**src/rtl/mii_mgmt_pkg.sv**
```systemverilog
package mii_mgmt_pkg;

    localparam int FRAME_LEN  = 64;
    localparam int IDX_W      = $clog2(FRAME_LEN);
    localparam int TA_FIRST   = 46;
    localparam int DATA_FIRST = 48;
    localparam int WORD_W     = 16;
    localparam int REG_W      = 5;

    localparam logic [7:0] A_STATUS  = 8'h6D;
    localparam logic [7:0] A_CMD     = 8'h70;
    localparam logic [7:0] A_REGSEL  = 8'h71;
    localparam logic [7:0] A_DATA_LO = 8'h72;
    localparam logic [7:0] A_DATA_HI = 8'h73;

    localparam int CMD_WR_BIT   = 5;
    localparam int CMD_RD_BIT   = 6;
    localparam int CMD_POLL_BIT = 7;
    localparam int STAT_IDLE    = 7;

    typedef struct packed {
        logic                 busy;
        logic                 is_read;
        logic [IDX_W-1:0]     idx;
        logic [FRAME_LEN-1:0] sh;
        logic [WORD_W-1:0]    rx;
    } seq_state_t;

    typedef struct packed {
        logic              poll;
        logic              rd;
        logic              wr;
        logic [REG_W-1:0]  regsel;
        logic [WORD_W-1:0] data;
    } host_regs_t;

endpackage

```
**src/rtl/mii_mdc_gen.sv**
```systemverilog
module mii_mdc_gen #(
    parameter int MDC_HALF = 20
) (
    input  logic clk,
    input  logic rst_n,
    input  logic run,
    output logic mdc,
    output logic rise,
    output logic fall
);
    localparam int CNT_W = (MDC_HALF < 2) ? 1 : $clog2(MDC_HALF);
    localparam logic [CNT_W-1:0] LAST = CNT_W'(MDC_HALF - 1);

    typedef struct packed {
        logic [CNT_W-1:0] cnt;
        logic             clk_lvl;
    } div_state_t;

    div_state_t st_d, st_q;
    logic       tick;

    always_comb begin
        st_d = st_q;
        tick = run && (st_q.cnt == LAST);
        if (!run) begin
            st_d.cnt     = '0;
            st_d.clk_lvl = 1'b0;
        end else if (tick) begin
            st_d.cnt     = '0;
            st_d.clk_lvl = ~st_q.clk_lvl;
        end else begin
            st_d.cnt = st_q.cnt + 1'b1;
        end
    end

    always_ff @(posedge clk or negedge rst_n) begin
        if (!rst_n) st_q <= '0;
        else        st_q <= st_d;
    end

    assign mdc  = st_q.clk_lvl;
    assign rise = tick && !st_q.clk_lvl;
    assign fall = tick &&  st_q.clk_lvl;

endmodule

```
**src/rtl/mii_frame_seq.sv**
```systemverilog
module mii_frame_seq
    import mii_mgmt_pkg::*;
#(
    parameter logic [4:0] PHY_ADDR = 5'd1
) (
    input  logic              clk,
    input  logic              rst_n,
    input  logic              start,
    input  logic              start_read,
    input  logic [REG_W-1:0]  regsel,
    input  logic [WORD_W-1:0] wdata,
    input  logic              rise,
    input  logic              fall,
    input  logic              mdc,
    input  logic              mdio_i,
    output logic              busy,
    output logic              done,
    output logic              is_read,
    output logic [WORD_W-1:0] rdata,
    output logic              mdio_o,
    output logic              mdio_oe
);
    localparam logic [IDX_W-1:0] LAST_IDX = IDX_W'(FRAME_LEN - 1);

    seq_state_t st_d, st_q;

    always_comb begin
        st_d = st_q;
        done = 1'b0;
        if (!st_q.busy) begin
            if (start) begin
                st_d.busy    = 1'b1;
                st_d.is_read = start_read;
                st_d.idx     = '0;
                st_d.rx      = '0;
                if (start_read)
                    st_d.sh = {32'hFFFF_FFFF, 2'b01, 2'b10, PHY_ADDR, regsel,
                               2'b11, 16'hFFFF};
                else
                    st_d.sh = {32'hFFFF_FFFF, 2'b01, 2'b01, PHY_ADDR, regsel,
                               2'b10, wdata};
            end
        end else begin
            if (rise && st_q.is_read && (st_q.idx >= IDX_W'(DATA_FIRST)))
                st_d.rx = {st_q.rx[WORD_W-2:0], mdio_i};
            if (fall) begin
                if (st_q.idx == LAST_IDX) begin
                    st_d.busy = 1'b0;
                    done      = 1'b1;
                end else begin
                    st_d.idx = st_q.idx + 1'b1;
                    st_d.sh  = {st_q.sh[FRAME_LEN-2:0], 1'b1};
                end
            end
        end
    end

    always_ff @(posedge clk or negedge rst_n) begin
        if (!rst_n) st_q <= '0;
        else        st_q <= st_d;
    end

    assign busy    = st_q.busy;
    assign is_read = st_q.is_read;
    assign rdata   = st_q.rx;
    assign mdio_o  = st_q.busy ? st_q.sh[FRAME_LEN-1] : 1'b1;
    assign mdio_oe = st_q.busy && !(st_q.is_read && (st_q.idx >= IDX_W'(TA_FIRST)));

    // the line the PHY samples must not move during the MDC high phase
    assert_mdio_stable_high_R2: assert property (@(posedge clk) disable iff (!rst_n)
        (mdc && $past(mdc)) |-> $stable(mdio_o));

    // the frame type cannot change under a running frame
    assert_mode_held_R7: assert property (@(posedge clk) disable iff (!rst_n)
        (st_q.busy && $past(st_q.busy)) |-> $stable(st_q.is_read));

endmodule

```
**src/rtl/mii_mgmt_engine.sv**
```systemverilog
module mii_mgmt_engine
    import mii_mgmt_pkg::*;
#(
    parameter int         MDC_HALF = 20,
    parameter logic [4:0] PHY_ADDR = 5'd1
) (
    input  logic       clk,
    input  logic       rst_n,
    input  logic [7:0] bus_addr,
    input  logic       bus_wr,
    input  logic [7:0] bus_wdata,
    output logic [7:0] bus_rdata,
    output logic       mdc,
    output logic       mdio_o,
    output logic       mdio_oe,
    input  logic       mdio_i
);
    host_regs_t        regs_d, regs_q;
    logic              start, start_read;
    logic              seq_busy, seq_done, seq_is_read;
    logic              tick_rise, tick_fall;
    logic [WORD_W-1:0] seq_rdata;

    always_comb begin
        regs_d     = regs_q;
        start      = 1'b0;
        start_read = 1'b0;
        if (bus_wr) begin
            case (bus_addr)
                A_CMD: if (!seq_busy) begin
                    regs_d.poll = bus_wdata[CMD_POLL_BIT];
                    if (bus_wdata[CMD_RD_BIT]) begin
                        regs_d.rd  = 1'b1;
                        start      = 1'b1;
                        start_read = 1'b1;
                    end else if (bus_wdata[CMD_WR_BIT]) begin
                        regs_d.wr = 1'b1;
                        start     = 1'b1;
                    end
                end
                A_REGSEL:  regs_d.regsel     = bus_wdata[REG_W-1:0];
                A_DATA_LO: regs_d.data[7:0]  = bus_wdata;
                A_DATA_HI: regs_d.data[15:8] = bus_wdata;
                default: ;
            endcase
        end
        if (seq_done) begin
            regs_d.rd = 1'b0;
            regs_d.wr = 1'b0;
            if (seq_is_read) regs_d.data = seq_rdata;
        end
    end

    always_ff @(posedge clk or negedge rst_n) begin
        if (!rst_n) regs_q <= '0;
        else        regs_q <= regs_d;
    end

    always_comb begin
        bus_rdata = '0;
        case (bus_addr)
            A_CMD: begin
                bus_rdata[CMD_POLL_BIT] = regs_q.poll;
                bus_rdata[CMD_RD_BIT]   = regs_q.rd;
                bus_rdata[CMD_WR_BIT]   = regs_q.wr;
            end
            A_REGSEL:  bus_rdata[REG_W-1:0] = regs_q.regsel;
            A_DATA_LO: bus_rdata = regs_q.data[7:0];
            A_DATA_HI: bus_rdata = regs_q.data[15:8];
            A_STATUS:  bus_rdata[STAT_IDLE] = !seq_busy;
            default: ;
        endcase
    end

    mii_mdc_gen #(.MDC_HALF(MDC_HALF)) u_div (
        .clk   (clk),
        .rst_n (rst_n),
        .run   (seq_busy),
        .mdc   (mdc),
        .rise  (tick_rise),
        .fall  (tick_fall)
    );

    mii_frame_seq #(.PHY_ADDR(PHY_ADDR)) u_seq (
        .clk        (clk),
        .rst_n      (rst_n),
        .start      (start),
        .start_read (start_read),
        .regsel     (regs_q.regsel),
        .wdata      (regs_q.data),
        .rise       (tick_rise),
        .fall       (tick_fall),
        .mdc        (mdc),
        .mdio_i     (mdio_i),
        .busy       (seq_busy),
        .done       (seq_done),
        .is_read    (seq_is_read),
        .rdata      (seq_rdata),
        .mdio_o     (mdio_o),
        .mdio_oe    (mdio_oe)
    );

    // a set command bit and a running frame always go together
    assert_cmd_tracks_busy_R5: assert property (@(posedge clk) disable iff (!rst_n)
        (regs_q.rd || regs_q.wr) == seq_busy);

    // never both kinds of command at once
    assert_cmd_onehot_R6: assert property (@(posedge clk) disable iff (!rst_n)
        $onehot0({regs_q.rd, regs_q.wr}));

    // no clock activity toward the PHY while idle
    assert_mdc_idle_low_R8: assert property (@(posedge clk) disable iff (!rst_n)
        !seq_busy |-> !mdc);

endmodule

```
**config.mk**
```make
export PLATFORM = sky130hd
export DESIGN_NAME = mii_mgmt_engine
export DESIGN_NICKNAME = d
export VERILOG_FILES = /design/src/rtl/mii_mgmt_pkg.sv /design/src/rtl/mii_mdc_gen.sv /design/src/rtl/mii_frame_seq.sv /design/src/rtl/mii_mgmt_engine.sv
export SDC_FILE = /design/constraint.sdc
export NUM_CORES = 1
export LEC_CHECK = 0
export BUFFER_PORTS_ARGS = -buffer_cell sky130_fd_sc_hd__buf_2
export CORE_MARGIN = 1
export CORE_UTILIZATION = 30
export DETAILED_ROUTE_END_ITERATION = 10
export PLACE_DENSITY = 0.57
export SLEW_MARGIN = 10
export SYNTH_ARGS = -nofsm -noshare
export SYNTH_HDL_FRONTEND = slang
export SYNTH_SLANG_ARGS = --single-unit
```
**constraint.sdc**
```tcl
create_clock -name clk -period 2.8 [get_ports clk]
set_clock_uncertainty 0.2 [all_clocks]
set_input_delay 0.56 -clock clk [delete_from_list [all_inputs] [get_ports clk]]
set_output_delay 0.56 -clock clk [all_outputs]
set_load 0.02 [all_outputs]
```
=== Word level (Yosys, flattened, before mapping) ===
Index checks and enable logic that the tools add are counted.

* Word-level logic and storage cells: 93
* Output and inout bits: 11
* Register bits: 118
* Bits of input ports: 20

* Reductions and logical operators: 22
* Equality and inequality tests: 13
* Add/subtract/negate cells: 2
* Mux-type cells: 40
* Bitwise gates (word level): 2
* Magnitude comparators: 2

{| class="wikitable"
|+ Operators with widths
! cell !! count
|-
| $mux W70 || 2
|-
| $mux W88 || 1
|-
| $mux W86 || 1
|-
| $mux W16 || 3
|-
| $eq A8 B7 Y1 const B || 5
|-
| $mux W30 || 1
|-
| $mux W23 || 1
|-
| $mux W1 || 20
|-
| $mux W8 || 2
|-
| $pmux W5 S3 || 1
|-
| $ge A6 B6 Y1 const B || 2
|-
| $mux W5 || 2
|-
| $ne A2 B2 Y1 const B || 5
|-
| $reduce_bool A2 Y1 || 5
|-
| $logic_and A1 B1 Y1 || 7
|-
| $add A6 B1 Y6 const B || 1
|-
| $eq A6 B6 Y1 const B || 1
|-
| $mux W2 || 3
|-
| $mux W6 || 1
|-
| $pmux W2 S3 || 1
|-
| $reduce_and A2 Y1 || 3
|-
| $reduce_and A3 Y1 || 2
|-
| $add A5 B1 Y5 const B || 1
|-
| $eq A5 B5 Y1 const B || 1
|-
| other kinds (6) || 9
|}

=== Logic depth before layout (Yosys ltp) ===
* Depth in word-level cells: 7
* Gate-level depth with buffers: 8
* Depth with buffers taken out: 5

=== Cells and area by module ===
A second synthesis with hierarchy kept.

* Cell total of the unflattened synthesis: 642
* Area total of the unflattened synthesis: 5,865.6 um^2

{| class="wikitable"
|+ Modules (own cells, without submodules)
! module !! cells each !! area each (um^2) !! times used
|-
| mii_frame_seq || 455 || 4,018.9 || 1
|-
| mii_mgmt_engine || 158 || 1,540.2 || 1
|-
| mii_mdc_gen || 29 || 306.5 || 1
|}

=== Least setup slack after synthesis ===
No wires, ideal clock.

* Path type: input -> output
* From: in bus_addr[0]
* To: out bus_rdata[2]
* Cell stages on the path: 5
* Path buffers: 2
* Setup slack: 0.226 ns
* Data arrival time: 1.814 ns
* Data required time: 2.040 ns
* Cells stage by stage: clkbuf_1 clkbuf_1 mux2_2 a22oi_1 nor2_1

* Word-level cells in the longest chain between the ends: 2
* Elaborated cells on any way between the ends: 4

{| class="wikitable"
|+ Ends and longest elaborated chain
! element !! line !! source
|-
| start: declaration || mii_mgmt_engine.sv:9 || <nowiki>input logic [7:0] bus_addr,</nowiki>
|-
| $eq A8 B7 Y1 || mii_mgmt_engine.sv:61 || <nowiki>case (bus_addr)</nowiki>
|-
| $pmux W5 S3 (*) || mii_mgmt_engine.sv:61 ||
|-
| end: declaration || mii_mgmt_engine.sv:12 || <nowiki>output logic [7:0] bus_rdata,</nowiki>
|}

Mark *: on every way between the ends. The rest lies on a longest branch, timed or not.

=== Worst setup path in the final report ===
* From: reg u_seq.st_q[80] in the netlist's numbering
* To: out mdio_oe

* Word-level cells in the longest chain between the ends: 4

{| class="wikitable"
|+ Ends and longest elaborated chain
! element !! line !! source
|-
| start: declaration || mii_frame_seq.sv:25 || <nowiki>seq_state_t st_d, st_q;</nowiki>
|-
| start signal: assignment || mii_frame_seq.sv:60 || <nowiki>else st_q <= st_d;</nowiki>
|-
| $ge A6 B6 Y1 || mii_frame_seq.sv:67 || <nowiki>assign mdio_oe = st_q.busy && !(st_q.is_read && (st_q.idx >= IDX_W'(TA_FIRST)));</nowiki>
|-
| $logic_and A1 B1 Y1 || mii_frame_seq.sv:67 ||
|-
| $logic_not A1 Y1 || mii_frame_seq.sv:67 ||
|-
| $logic_and A1 B1 Y1 || mii_frame_seq.sv:67 ||
|-
| end: declaration || mii_mgmt_engine.sv:15 || <nowiki>output logic mdio_oe,</nowiki>
|}

Every way passes these cells.

==> results_dict.tcl <==
set metrics [dict create \
    io_pins 31 \
    crit_family "flip-flops" \
    async_flop_share 1.00 \
    grtUsageTotal 0.137 \
    post_drt_wl_per_cell_um 15.4 \
    first_pass_iters 4 \
    critPathSlowestCell "dfrtp_1" \
    grt_pass1_wl_um 19300 \
    initial_utilization 0.308 \
    ant_nets 0 \
    synth_nets 503 \
    io_buffers 30 \
    stdcell_area_um2 6280 \
    grt_remaining_overflow 0 \
    fin_nets 537 \
    nFillCells 1698 \
    routed_via_density 4.96 \
    synth_top_area_cell "dfrtp_1" \
    cts_buffer_depth 2 \
    grt_setup_unrepaired "no" \
    peakVddDrop_mv 0.385 \
    finalSetupTns_ps 0 \
    die_area_um2 18400 \
    htreeDepth 4 \
    clk_latency_ps 410 \
    cts_hold_buf 0 \
    outcome "finished, violations left" \
    synth_area_um2 5350 \
    cts_made_buffers 17 \
    postPlaceCellArea_um2 5760 \
    whs_ps -17.5 \
    ys_seq_elements 118 \
    synth_edf_count 0 \
    drc_errors 0 \
    drive_above_1_share 0.194 \
    yosys-top-cells-area "dfrtp_1 55%, o22a_1 5.9%, mux2i_1 5.6%" \
    gp_congestion 0.842 \
    synth_cells 480 \
    setup_ws_ps 172 \
    die_w_um 136 \
    fp-row-count 48 \
    critPathMaxStageDelay_ps 420 \
    cts_tree "built" \
    grt_max_degree 61 \
    p_per_area_nw_per_um2 597 \
    drv_slew 0 \
    cp.arrival_ps 1870 \
    totalWireLength_um 11500 \
    hpwl_um 7710 \
    crit_type "reg -> out" \
    fmax_mhz 380 \
    path_clk_slew_ps 50 \
    cts_resized 0 \
    tightest_slew_ps 644 \
    synth_top_area_share 0.552 \
    ys_types 52 \
    ys.warnings.count 0 \
    relSlewSlack 0.571 \
    fin_crit_sh 0.939 \
    first_global_vias 3719 \
    antenna_found_initial 0 \
    area_growth_pct 17.5 \
    cts_root_buf "clkbuf_16" \
    cp_max_fo 5 \
    synth.avg_cell_area_um2 11.1 \
    critPathBufInv 2 \
    setup_viol 0 \
    critPathRequiredTime_ps 2040 \
    synthFlopType "dfrtp_1" \
    pre_cts_ws_ps 271 \
    clock_sinks 118 \
    postLayoutCoreUtil 0.362 \
    timing.final.crit_period_ps 2630 \
    violations "negative hold slack" \
    coreArea_um2 17400 \
    cp-end-kind "primary output" \
    first_iter_violations 257 \
    hold_viol 31 \
    ys_seq_area_frac 0.552 \
    n_antenna_cell 0 \
    min_path_type "in -> async" \
    crit_chain "inv_1 -> ha_1 -> or2_2 -> a31oi_1 -> o21a_1 -> buf_2" \
    total_leakage_power_nw 2.97 \
    die-height_um 136 \
    drv_cap 0 \
    vias 3727 \
    postCtsSetupBuffers 0 \
    worstSetupStartpointType "flip-flop" \
]
==> sequential cells by signal, summed over array words and instances, names as in the netlist <==
register and count:
u_seq.busy 1, u_div.mdc 1, u_seq.is_read 1, u_seq.rdata 16
u_div.st_q 5, regs_q 24, u_seq.st_q 70
==> through the flow <==
| step | std cells | power [mW] |
|---|---|---|
| floorplan | 480 | 1.81 |
| global placement | 720 | 1.89 |
| detailed placement | 720 | 1.89 |
| CTS | 751 | 3.80 |
| global route | 751 | 3.90 |
| finish | 751 | 3.75 |
==> cells by family after synthesis <==
group           Yosys count  share of synthesized area
xor+xnor                  3                    0.00491
simple gates            129                      0.120
compound gates          131                      0.184
buf+inv                  52                     0.0463
flops                   118                      0.552
mux                      44                     0.0856
fa+ha+maj                 3                    0.00702
==> layout by cell type, fill, tap and decap left out, types with 4 or more instances in the layout <==
| cell | netlist | routed |
|---|---|---|
| o21ai_0 | 23 | 23 |
| clkinv_2 | 0 | 5 |
| mux2_2 | 14 | 14 |
| buf_2 | 12 | 29 |
| dfrtp_1 | 118 | 118 |
| o22a_1 | 36 | 36 |
| clkinvlp_4 | 0 | 4 |
| a22o_1 | 6 | 6 |
| mux2i_1 | 30 | 30 |
| o21a_1 | 5 | 5 |
| and3_1 | 6 | 6 |
| a31oi_1 | 5 | 5 |
| a2bb2oi_1 | 20 | 20 |
| buf_4 | 0 | 16 |
| a21oi_1 | 16 | 16 |
| nand4_1 | 4 | 4 |
| a22oi_1 | 7 | 7 |
| nor2_1 | 29 | 29 |
| nand3_1 | 5 | 5 |
| inv_1 | 20 | 20 |
| nor3_1 | 8 | 8 |
| nand2_1 | 54 | 53 |
| clkbuf_16 | 0 | 17 |
==> area by class of cell <==
cell class	count	area (um2)	area share
clock buffer	22	464	0.0739
sequential	118	2950	0.470
clock inverter	9	55.1	0.00876
multi-input combinational	310	2150	0.342
tap	225	282	0.0448
timing repair buffer	47	305	0.0486
inverter	20	75.1	0.0119
==> synthesized netlist by cell type (5+ instances only) <==
library cell	n
nor3_1	8
nand2_1	54
o21a_1	5
inv_1	20
o21ai_0	23
buf_6	5
buf_2	12
o22a_1	36
dfrtp_1	118
and3_1	6
mux2i_1	30
mux2_2	14
clkbuf_1	15
a21oi_1	16
a2bb2oi_1	20
a22oi_1	7
a22o_1	6
nor2_1	29
nand3_1	5
a31oi_1	5
==> path summary, 6_finish.rpt <==
check                                from              to  slack (ps)  cells after the start
max                        u_seq.st_q[80]         mdio_oe         170                      6
min                                 rst_n      regs_q[23]         -20                      1
max reg2reg                 u_div.st_q[1]       regs_q[5]         350                      5
min reg2reg                 u_div.st_q[1]   u_div.st_q[1]         260                      1
max in group asynchronous           rst_n  u_seq.st_q[36]        1740                      2
min in group clk                   mdio_i  u_seq.rdata[0]         220                      3
==> layer usage <==
metal,routed length (um),up-vias,track usage
li1,-,1807,-
met2,5390,60,0.208
met5,0,-,0
met4,150,0,0.0543
met1,5590,1849,0.183
met3,412,11,0.0404
==> power breakdown <==
| part | leakage [nW] | total (mW) | internal (mW) | switching, mW |
|---|---|---|---|---|
| Sequential | 1.35 | 1.74 | 1.72 | 0.0161 |
| Clock | 0.248 | 1.89 | 1.16 | 0.733 |
| Combinational | 1.38 | 0.121 | 0.0461 | 0.0750 |
| Total | 2.97 | 3.75 | 2.93 | 0.824 |
Note: power is estimated with default switching activity, not from simulation.
